<file path="src/rtl/lin_uart_pkg.sv">
package lin_uart_pkg;
    typedef enum logic [1:0] {
        CAL_OFF  = 2'd0,
        CAL_WAIT = 2'd1,
        CAL_RUN  = 2'd2
    } cal_phase_e;

    typedef enum logic {
        RXP_IDLE = 1'b0,
        RXP_BUSY = 1'b1
    } rx_phase_e;

    localparam int FRAME_BITS = 10;
    localparam int BREAK_BITS = 13;
    localparam int SHIFT_W    = 13;
endpackage

</file>
<file path="src/rtl/lin_uart_baud.sv">
module lin_uart_baud #(
    parameter int DIV_W     = 16,
    parameter int DIV_RESET = 0
) (
    input  logic             clk,
    input  logic             rst_n,
    input  logic             sw_wr,
    input  logic [DIV_W-1:0] sw_val,
    input  logic             cal_wr,
    input  logic [DIV_W-1:0] cal_val,
    output logic [DIV_W-1:0] div_o,
    output logic             tick_o
);
    typedef struct packed {
        logic [DIV_W-1:0] div;
        logic [DIV_W-1:0] cnt;
    } baud_st_t;

    baud_st_t st_d, st_q;

    always_comb begin
        st_d   = st_q;
        tick_o = (st_q.cnt >= st_q.div);
        if (tick_o) st_d.cnt = '0;
        else        st_d.cnt = st_q.cnt + DIV_W'(1);
        if (cal_wr)     st_d.div = cal_val;
        else if (sw_wr) st_d.div = sw_val;
    end

    always_ff @(posedge clk or negedge rst_n) begin
        if (!rst_n) begin
            st_q.div <= DIV_W'(DIV_RESET);
            st_q.cnt <= '0;
        end else begin
            st_q <= st_d;
        end
    end

    assign div_o = st_q.div;
endmodule

</file>
<file path="src/rtl/lin_uart_tx.sv">
module lin_uart_tx
    import lin_uart_pkg::*;
(
    input  logic       clk,
    input  logic       rst_n,
    input  logic       en,
    input  logic       tick,
    input  logic       wr,
    input  logic       brk,
    input  logic [7:0] data,
    output logic       line_o,
    output logic       busy_o
);
    typedef struct packed {
        logic               pend;
        logic               pend_brk;
        logic [7:0]         pend_data;
        logic               busy;
        logic [SHIFT_W-1:0] sh;
        logic [3:0]         nbits;
        logic [3:0]         tcnt;
    } tx_st_t;

    tx_st_t st_d, st_q;

    always_comb begin
        st_d = st_q;
        if (!en) begin
            st_d.pend = 1'b0;
            st_d.busy = 1'b0;
        end else begin
            if (wr && !st_q.busy && !st_q.pend) begin
                st_d.pend      = 1'b1;
                st_d.pend_brk  = brk;
                st_d.pend_data = data;
            end
            if (st_q.pend && tick) begin
                st_d.pend = 1'b0;
                st_d.busy = 1'b1;
                st_d.tcnt = 4'd0;
                if (st_q.pend_brk) begin
                    st_d.sh    = {1'b1, {(SHIFT_W-1){1'b0}}};
                    st_d.nbits = 4'(BREAK_BITS);
                end else begin
                    st_d.sh    = {{(SHIFT_W-FRAME_BITS){1'b1}}, 1'b1, st_q.pend_data, 1'b0};
                    st_d.nbits = 4'(FRAME_BITS);
                end
            end else if (st_q.busy && tick) begin
                if (st_q.tcnt == 4'd15) begin
                    st_d.tcnt = 4'd0;
                    if (st_q.nbits == 4'd1) begin
                        st_d.busy = 1'b0;
                    end else begin
                        st_d.sh    = {1'b1, st_q.sh[SHIFT_W-1:1]};
                        st_d.nbits = st_q.nbits - 4'd1;
                    end
                end else begin
                    st_d.tcnt = st_q.tcnt + 4'd1;
                end
            end
        end
    end

    always_ff @(posedge clk or negedge rst_n) begin
        if (!rst_n) begin
            st_q.pend      <= 1'b0;
            st_q.pend_brk  <= 1'b0;
            st_q.pend_data <= '0;
            st_q.busy      <= 1'b0;
            st_q.sh        <= '1;
            st_q.nbits     <= '0;
            st_q.tcnt      <= '0;
        end else begin
            st_q <= st_d;
        end
    end

    assign line_o = st_q.busy ? st_q.sh[0] : 1'b1;
    assign busy_o = st_q.busy | st_q.pend;
endmodule

</file>
<file path="src/rtl/lin_uart_rx.sv">
module lin_uart_rx
    import lin_uart_pkg::*;
(
    input  logic       clk,
    input  logic       rst_n,
    input  logic       en,
    input  logic       clr,
    input  logic       tick,
    input  logic       line_i,
    input  logic       rd,
    output logic       fall_o,
    output logic       rise_o,
    output logic [7:0] data_o,
    output logic       valid_o,
    output logic       ferr_o,
    output logic       oerr_o
);
    typedef struct packed {
        logic [2:0] syn;
        rx_phase_e  phase;
        logic [3:0] scnt;
        logic [3:0] bitn;
        logic [1:0] smp;
        logic [7:0] sh;
        logic [7:0] data;
        logic       valid;
        logic       ferr;
        logic       oerr;
    } rx_st_t;

    rx_st_t st_d, st_q;
    logic   cur, vote;

    assign cur    = st_q.syn[1];
    assign fall_o = st_q.syn[2] & ~st_q.syn[1];
    assign rise_o = ~st_q.syn[2] & st_q.syn[1];
    assign vote   = (st_q.smp[0] & st_q.smp[1]) | (st_q.smp[0] & cur) | (st_q.smp[1] & cur);

    always_comb begin
        st_d     = st_q;
        st_d.syn = {st_q.syn[1:0], line_i};
        if (rd) st_d.valid = 1'b0;
        if (clr) begin
            st_d.valid = 1'b0;
            st_d.ferr  = 1'b0;
            st_d.oerr  = 1'b0;
            st_d.phase = RXP_IDLE;
        end else if (!en) begin
            st_d.phase = RXP_IDLE;
        end else if (st_q.phase == RXP_IDLE) begin
            if (fall_o) begin
                st_d.phase = RXP_BUSY;
                st_d.scnt  = 4'd0;
                st_d.bitn  = 4'd0;
            end
        end else if (tick) begin
            st_d.scnt = st_q.scnt + 4'd1;
            if (st_q.scnt == 4'd6) st_d.smp[0] = cur;
            if (st_q.scnt == 4'd7) st_d.smp[1] = cur;
            if (st_q.scnt == 4'd8) begin
                st_d.bitn = st_q.bitn + 4'd1;
                if (st_q.bitn == 4'd0) begin
                    if (vote) st_d.phase = RXP_IDLE;
                end else if (st_q.bitn <= 4'd8) begin
                    st_d.sh = {vote, st_q.sh[7:1]};
                end else begin
                    st_d.phase = RXP_IDLE;
                    if (st_q.valid && !rd) begin
                        st_d.oerr = 1'b1;
                    end else begin
                        st_d.data  = st_q.sh;
                        st_d.valid = 1'b1;
                        st_d.ferr  = ~vote;
                    end
                end
            end
        end
    end

    always_ff @(posedge clk or negedge rst_n) begin
        if (!rst_n) begin
            st_q.syn   <= 3'b111;
            st_q.phase <= RXP_IDLE;
            st_q.scnt  <= '0;
            st_q.bitn  <= '0;
            st_q.smp   <= '0;
            st_q.sh    <= '0;
            st_q.data  <= '0;
            st_q.valid <= 1'b0;
            st_q.ferr  <= 1'b0;
            st_q.oerr  <= 1'b0;
        end else begin
            st_q <= st_d;
        end
    end

    assign data_o  = st_q.data;
    assign valid_o = st_q.valid;
    assign ferr_o  = st_q.ferr;
    assign oerr_o  = st_q.oerr;
endmodule

</file>
<file path="src/rtl/lin_uart_watch.sv">
module lin_uart_watch
    import lin_uart_pkg::*;
#(
    parameter int DIV_W    = 16,
    parameter int ABD_W    = 16,
    parameter int PRE_LOG2 = 4
) (
    input  logic             clk,
    input  logic             rst_n,
    input  logic             en,
    input  logic             fall,
    input  logic             rise,
    input  logic             wake_arm,
    input  logic             abd_arm,
    output logic             wake_on_o,
    output logic             wake_hit_o,
    output logic             cal_on_o,
    output logic             cal_ovf_o,
    output logic             cal_wr_o,
    output logic [DIV_W-1:0] cal_val_o
);
    localparam int PRE_W              = (PRE_LOG2 > 0) ? PRE_LOG2 : 1;
    localparam int SHIFT              = 7 - PRE_LOG2;
    localparam logic [PRE_W-1:0] PMAX = PRE_W'((1 << PRE_LOG2) - 1);
    localparam logic [ABD_W-1:0] CINIT = (PRE_LOG2 == 0) ? ABD_W'(1) : ABD_W'(0);

    typedef struct packed {
        logic             wake_on;
        logic             wake_hit;
        cal_phase_e       phase;
        logic             ovf;
        logic [PRE_W-1:0] pre;
        logic [ABD_W-1:0] cnt;
        logic [2:0]       edges;
    } watch_st_t;

    watch_st_t        st_d, st_q;
    logic             inc;
    logic [ABD_W-1:0] meas, meas_m1;

    assign inc     = (st_q.pre == PMAX);
    assign meas    = st_q.cnt >> SHIFT;
    assign meas_m1 = (meas == '0) ? '0 : meas - ABD_W'(1);
    assign cal_val_o = DIV_W'(meas_m1);

    always_comb begin
        st_d     = st_q;
        cal_wr_o = 1'b0;
        if (!en) begin
            st_d.wake_on  = 1'b0;
            st_d.wake_hit = 1'b0;
            st_d.phase    = CAL_OFF;
            st_d.ovf      = 1'b0;
        end else begin
            if (wake_arm) begin
                st_d.wake_on  = 1'b1;
                st_d.wake_hit = 1'b0;
            end else if (st_q.wake_on) begin
                if (fall) st_d.wake_hit = 1'b1;
                if (rise && st_q.wake_hit) st_d.wake_on = 1'b0;
            end
            if (abd_arm) begin
                st_d.phase = CAL_WAIT;
                st_d.ovf   = 1'b0;
            end else if (st_q.phase == CAL_WAIT) begin
                if (fall) begin
                    st_d.phase = CAL_RUN;
                    st_d.cnt   = CINIT;
                    st_d.pre   = '0;
                    st_d.edges = 3'd1;
                end
            end else if (st_q.phase == CAL_RUN) begin
                if (fall && st_q.edges == 3'd4) begin
                    cal_wr_o   = 1'b1;
                    st_d.phase = CAL_OFF;
                end else begin
                    if (fall) st_d.edges = st_q.edges + 3'd1;
                    st_d.pre = inc ? '0 : st_q.pre + PRE_W'(1);
                    if (inc) begin
                        if (st_q.cnt == '1) begin
                            st_d.ovf   = 1'b1;
                            st_d.phase = CAL_OFF;
                        end else begin
                            st_d.cnt = st_q.cnt + ABD_W'(1);
                        end
                    end
                end
            end
        end
    end

    always_ff @(posedge clk or negedge rst_n) begin
        if (!rst_n) begin
            st_q.wake_on  <= 1'b0;
            st_q.wake_hit <= 1'b0;
            st_q.phase    <= CAL_OFF;
            st_q.ovf      <= 1'b0;
            st_q.pre      <= '0;
            st_q.cnt      <= '0;
            st_q.edges    <= '0;
        end else begin
            st_q <= st_d;
        end
    end

    assign wake_on_o  = st_q.wake_on;
    assign wake_hit_o = st_q.wake_hit;
    assign cal_on_o   = (st_q.phase != CAL_OFF);
    assign cal_ovf_o  = st_q.ovf;
endmodule

</file>
<file path="src/rtl/lin_uart.sv">
module lin_uart #(
    parameter int DIV_W        = 16,
    parameter int DIV_RESET    = 15,
    parameter int ABD_W        = 16,
    parameter int ABD_PRE_LOG2 = 4
) (
    input  logic             clk,
    input  logic             rst_n,
    input  logic             port_en,
    input  logic             div_wr,
    input  logic [DIV_W-1:0] div_wdata,
    output logic [DIV_W-1:0] div_q,
    input  logic             tx_wr,
    input  logic [7:0]       tx_data,
    input  logic             tx_brk,
    output logic             tx_busy,
    output logic             tx_o,
    output logic             tx_oe,
    input  logic             rx_i,
    input  logic             rx_rd,
    output logic [7:0]       rx_data,
    output logic             rx_valid,
    output logic             ferr,
    output logic             oerr,
    input  logic             wake_arm,
    output logic             wake_armed,
    output logic             wake_flag,
    input  logic             abd_arm,
    output logic             abd_armed,
    output logic             abd_ovf
);
    logic             tick, fall, rise, cal_wr, rx_en;
    logic [DIV_W-1:0] cal_val;

    assign tx_oe = port_en;
    assign rx_en = port_en & ~wake_armed & ~abd_armed;

    lin_uart_baud #(.DIV_W(DIV_W), .DIV_RESET(DIV_RESET)) i_baud (
        .clk(clk), .rst_n(rst_n),
        .sw_wr(div_wr), .sw_val(div_wdata),
        .cal_wr(cal_wr), .cal_val(cal_val),
        .div_o(div_q), .tick_o(tick)
    );

    lin_uart_tx i_tx (
        .clk(clk), .rst_n(rst_n), .en(port_en), .tick(tick),
        .wr(tx_wr), .brk(tx_brk), .data(tx_data),
        .line_o(tx_o), .busy_o(tx_busy)
    );

    lin_uart_rx i_rx (
        .clk(clk), .rst_n(rst_n), .en(rx_en), .clr(~port_en), .tick(tick),
        .line_i(rx_i), .rd(rx_rd),
        .fall_o(fall), .rise_o(rise),
        .data_o(rx_data), .valid_o(rx_valid), .ferr_o(ferr), .oerr_o(oerr)
    );

    lin_uart_watch #(.DIV_W(DIV_W), .ABD_W(ABD_W), .PRE_LOG2(ABD_PRE_LOG2)) i_watch (
        .clk(clk), .rst_n(rst_n), .en(port_en),
        .fall(fall), .rise(rise),
        .wake_arm(wake_arm), .abd_arm(abd_arm),
        .wake_on_o(wake_armed), .wake_hit_o(wake_flag),
        .cal_on_o(abd_armed), .cal_ovf_o(abd_ovf),
        .cal_wr_o(cal_wr), .cal_val_o(cal_val)
    );
endmodule

</file>
<file path="config.mk">
export PLATFORM = sky130hd
export DESIGN_NAME = lin_uart
export DESIGN_NICKNAME = d
export VERILOG_FILES = /design/src/rtl/lin_uart_pkg.sv /design/src/rtl/lin_uart_baud.sv /design/src/rtl/lin_uart_tx.sv /design/src/rtl/lin_uart_rx.sv /design/src/rtl/lin_uart_watch.sv /design/src/rtl/lin_uart.sv
export SDC_FILE = /design/constraint.sdc
export NUM_CORES = 1
export LEC_CHECK = 0
export BUFFER_PORTS_ARGS = -buffer_cell sky130_fd_sc_hd__buf_4
export CAP_MARGIN = 20
export CELL_PAD_IN_SITES_DETAIL_PLACEMENT = 1
export CELL_PAD_IN_SITES_GLOBAL_PLACEMENT = 2
export CORE_ASPECT_RATIO = 1.4
export CORE_MARGIN = 3
export CORE_UTILIZATION = 42
export CTS_CLUSTER_DIAMETER = 50
export DETAILED_ROUTE_END_ITERATION = 7
export PLACE_DENSITY = 0.87
export SLEW_MARGIN = 0
export SYNTH_ARGS = -nofsm -noshare
export SYNTH_HDL_FRONTEND = slang
export SYNTH_HIERARCHICAL = 1
export SYNTH_SLANG_ARGS = --single-unit
export TNS_END_PERCENT = 10
</file>
<file path="constraint.sdc">
create_clock -name clk -period 6.6 [get_ports clk]
set_clock_uncertainty 0.2 [all_clocks]
set_input_delay 1.32 -clock clk [delete_from_list [all_inputs] [get_ports clk]]
set_output_delay 1.32 -clock clk [all_outputs]
set_load 0.02 [all_outputs]
</file>
==> results.toml <==
[status]
outcome = "finished clean"

[job]
max_cap_viol_count = 0

[clocking]
cts_tree = "yes"
htree_levels = 4
cts_setup_buffers = 0
cts_resized = 0
cts_buffers = 17
clk_pin_slew_worst_paths_ns = 0.06
holdBufCountCts = 0
cts_buffer_depth = 2
clockRootBuffer = "clkbuf_16"
cts_sinks = 124
insertion_delay_ns = 0.42

[synth]
synth_edf_count = 0
ys_types = 77
ys_top_cells_by_count = "105 x dfrtp_1, 64 x nand2_1, 45 x inv_1"
syn_nets = 784
ys_seq_area_share_pct = 43.7
ys_warn_count = 6
async_reset_ff_share_pct = 100
synthCells = 716
netlist_area_mm2 = 0.00715
ys_ff_latch = 124
synth_largest_area_cell = "dfrtp_1"
synth_top_area_share_pct = 36.7
yosysMostFrequentCell = "dfrtp_1"
syn_area_per_cell_um2 = 9.99
ys.flop_type = "dfrtp_1"
synthTopCellsByArea = "dfrtp_1 37%, dfstp_2 7.0%, ha_1 5.9%"

[final_layout]
finalInstanceArea_mm2 = 0.00825
synthToLayoutAreaGrowth_pct = 15.4
drive_gt1_share_pct = 24.7
antenna_cells = 0
fin_nets = 821

[grt]
grt_usage_pct = 20.2
grt_pass1_vias = 5957
grt-ovfl-total = 0
grt_first_pass_wirelength_um = 30300
antenna_found_initial = 0
grt_max_degree = 81

[route]
drtPass1Iterations = 4
ant_nets = 0
drc_errors = 0
vias = 5453
routedWlPerCell_um = 18.6
drt-vias-per-instance = 5.65
routed_wl_um = 17900
drt_iter0_drc = 171

[setup_path]
crit_chain = "ha_1 -> nand4_1 -> or3_4 -> o31ai_4 -> or3_1 -> and4b_4 -> nand2_2 -> nor3_4 -> mux2_2"
cp-end-kind = "register"
critPathLaunch = "i_baud/st_q[11]"
path_delay_family = "simple AND/OR/NAND/NOR gates"
critPathSlowestCell = "o31ai_4"
startpoint_type = "register"
path_max_fanout = 17
path_buf_inv = 0
crit_required_ns = 6.69
cp.arrival_ns = 4.22
crit_type = "reg -> reg"
r2r_start = "i_baud/st_q[11]"
critPathMaxStageDelay_ns = 0.80

[min_path]
hold_start = "i_rx/st_d[31]"
hp-class = "reg -> reg"

[die]
die_w_um = 116
start_util_pct = 43.5
placementRows = 55
io_pins = 68
die-area_mm2 = 0.0187
core-area_mm2 = 0.0164
die_height_um = 160

[sta]
hold_violations = 0
max_freq_ghz = 0.243
finalCritPeriodShare_pct = 62.5
rsz0062_at_grt = "no"
finalSetupTns_ns = 0
maxSlewHeadroom_pct = 38.4
setup_viol_count_final = 0
final_max_slew_viol_count = 0
worst_slew_pin_slew_ns = 0.917
fin_crit_ns = 4.12

[placed_design]
place_congestion = 0.806
place_hpwl_um = 12800
portBuffers = 67
place_area_mm2 = 0.00760

[power_and_ir_drop]
irDropWorstVdd_uv = 188
p_leak_nw = 3.61
p_per_area_mw_per_mm2 = 274
-- cells by family after synthesis --
logic type	count (synthesis)	share of synthesized area (%)
DFF	124	43.7
adders and majority gates	35	6.09
muxes	50	7.49
and+or+nand+nor	263	21.1
AOI/OAI and AO/OA	118	11.1
xor gates and xnor gates	27	3.31
buffers and inverters	99	7.15
-- layout make-up --
class	count	area (um2)
clock buffers	18	429
inverters	45	169
fillers	1825	8190
well taps	199	249
repair buffers	72	553
clock inverters	14	208
multi-input cells	493	3520
flip-flops and latches	124	3130
-- worst paths after layout --
path	slack [ns]	cells after the start	to
hold / removal	0.16	0	i_rx/cur
min in group asynchronous	0.67	1	i_baud/div_o[14]
setup / recovery	2.48	9	i_rx/data_o[7]
max in group asynchronous	4.51	2	i_baud/st_q[8]
setup reg to reg	2.48	9	i_rx/data_o[7]
hold reg to reg	0.16	0	i_rx/cur
-- metal layers --
layer  vias up  GRT usage (%)  part of all wire [%]
met4         0           5.38                   1.2
li1       2595              -                     -
met3        17           3.43                   3.2
met5         -              0                     0
met2        95           37.0                    55
met1      2746           24.0                    41
-- sequential cells by signal (all words and copies together), names as in the netlist --
name / count
i_watch/wake_hit_o: 1
i_watch/meas: 13
i_rx/cur: 1
i_baud/st_q: 16
i_tx/st_q: 31
i_rx/data_o: 8
i_rx/valid_o: 1
i_watch/st_q: 12
i_watch/cal_ovf_o: 1
i_rx/st_q: 20
i_watch/wake_on_o: 1
i_baud/div_o: 16
i_rx/st_d: 1
i_rx/ferr_o: 1
i_rx/oerr_o: 1
-- placed cells by master (no fill, tap or decap), types with 4 or more instances in the layout --
| cell | instances |
|---|---|
| nor4_1 | 16 |
| bufinv_16 | 4 |
| mux2i_1 | 22 |
| and3_1 | 4 |
| mux2_2 | 28 |
| and2_1 | 10 |
| xor2_1 | 4 |
| a31oi_1 | 5 |
| inv_1 | 45 |
| dfrtp_1 | 105 |
| a22o_1 | 4 |
| inv_6 | 5 |
| nand4_1 | 15 |
| a2bb2oi_1 | 4 |
| nor3_1 | 19 |
| xnor2_1 | 23 |
| a21oi_1 | 20 |
| nor4_2 | 10 |
| nor2b_1 | 6 |
| nand2b_1 | 8 |
| ha_1 | 34 |
| dfstp_2 | 19 |
| clkbuf_16 | 17 |
| buf_4 | 71 |
| a221o_1 | 8 |
| nor2_1 | 44 |
| o21ai_0 | 42 |
| nand2_1 | 64 |
| nand3_1 | 24 |
| or3_1 | 7 |
-- power by group --
group          leakage [nW]  switching, W  internal, W
sequential             1.56     0.0000771     0.000833
clock                 0.304      0.000373     0.000642
combinational          1.75      0.000186     0.000148
-- per-stage QoR --
| stage | power (W) | utilization (%) | setup WS (ns) | cells | hold WS [ns] |
|---|---|---|---|---|---|
| 2_1_floorplan | 0.00114 | - | 3.47 | 716 | 0.145 |
| 3_3_place_gp | 0.00123 | 46.2 | 2.62 | 932 | 0.147 |
| 3_5_place_dp | 0.00126 | 46.2 | 2.47 | 932 | 0.153 |
| 4_1_cts | 0.00229 | 50.1 | 2.46 | 964 | 0.164 |
| 5_1_grt | 0.00238 | 50.2 | 2.24 | 965 | 0.166 |
| 6_report | 0.00226 | 50.2 | 2.48 | 965 | 0.161 |
No activity file was read; power rests on OpenSTA's default activity.
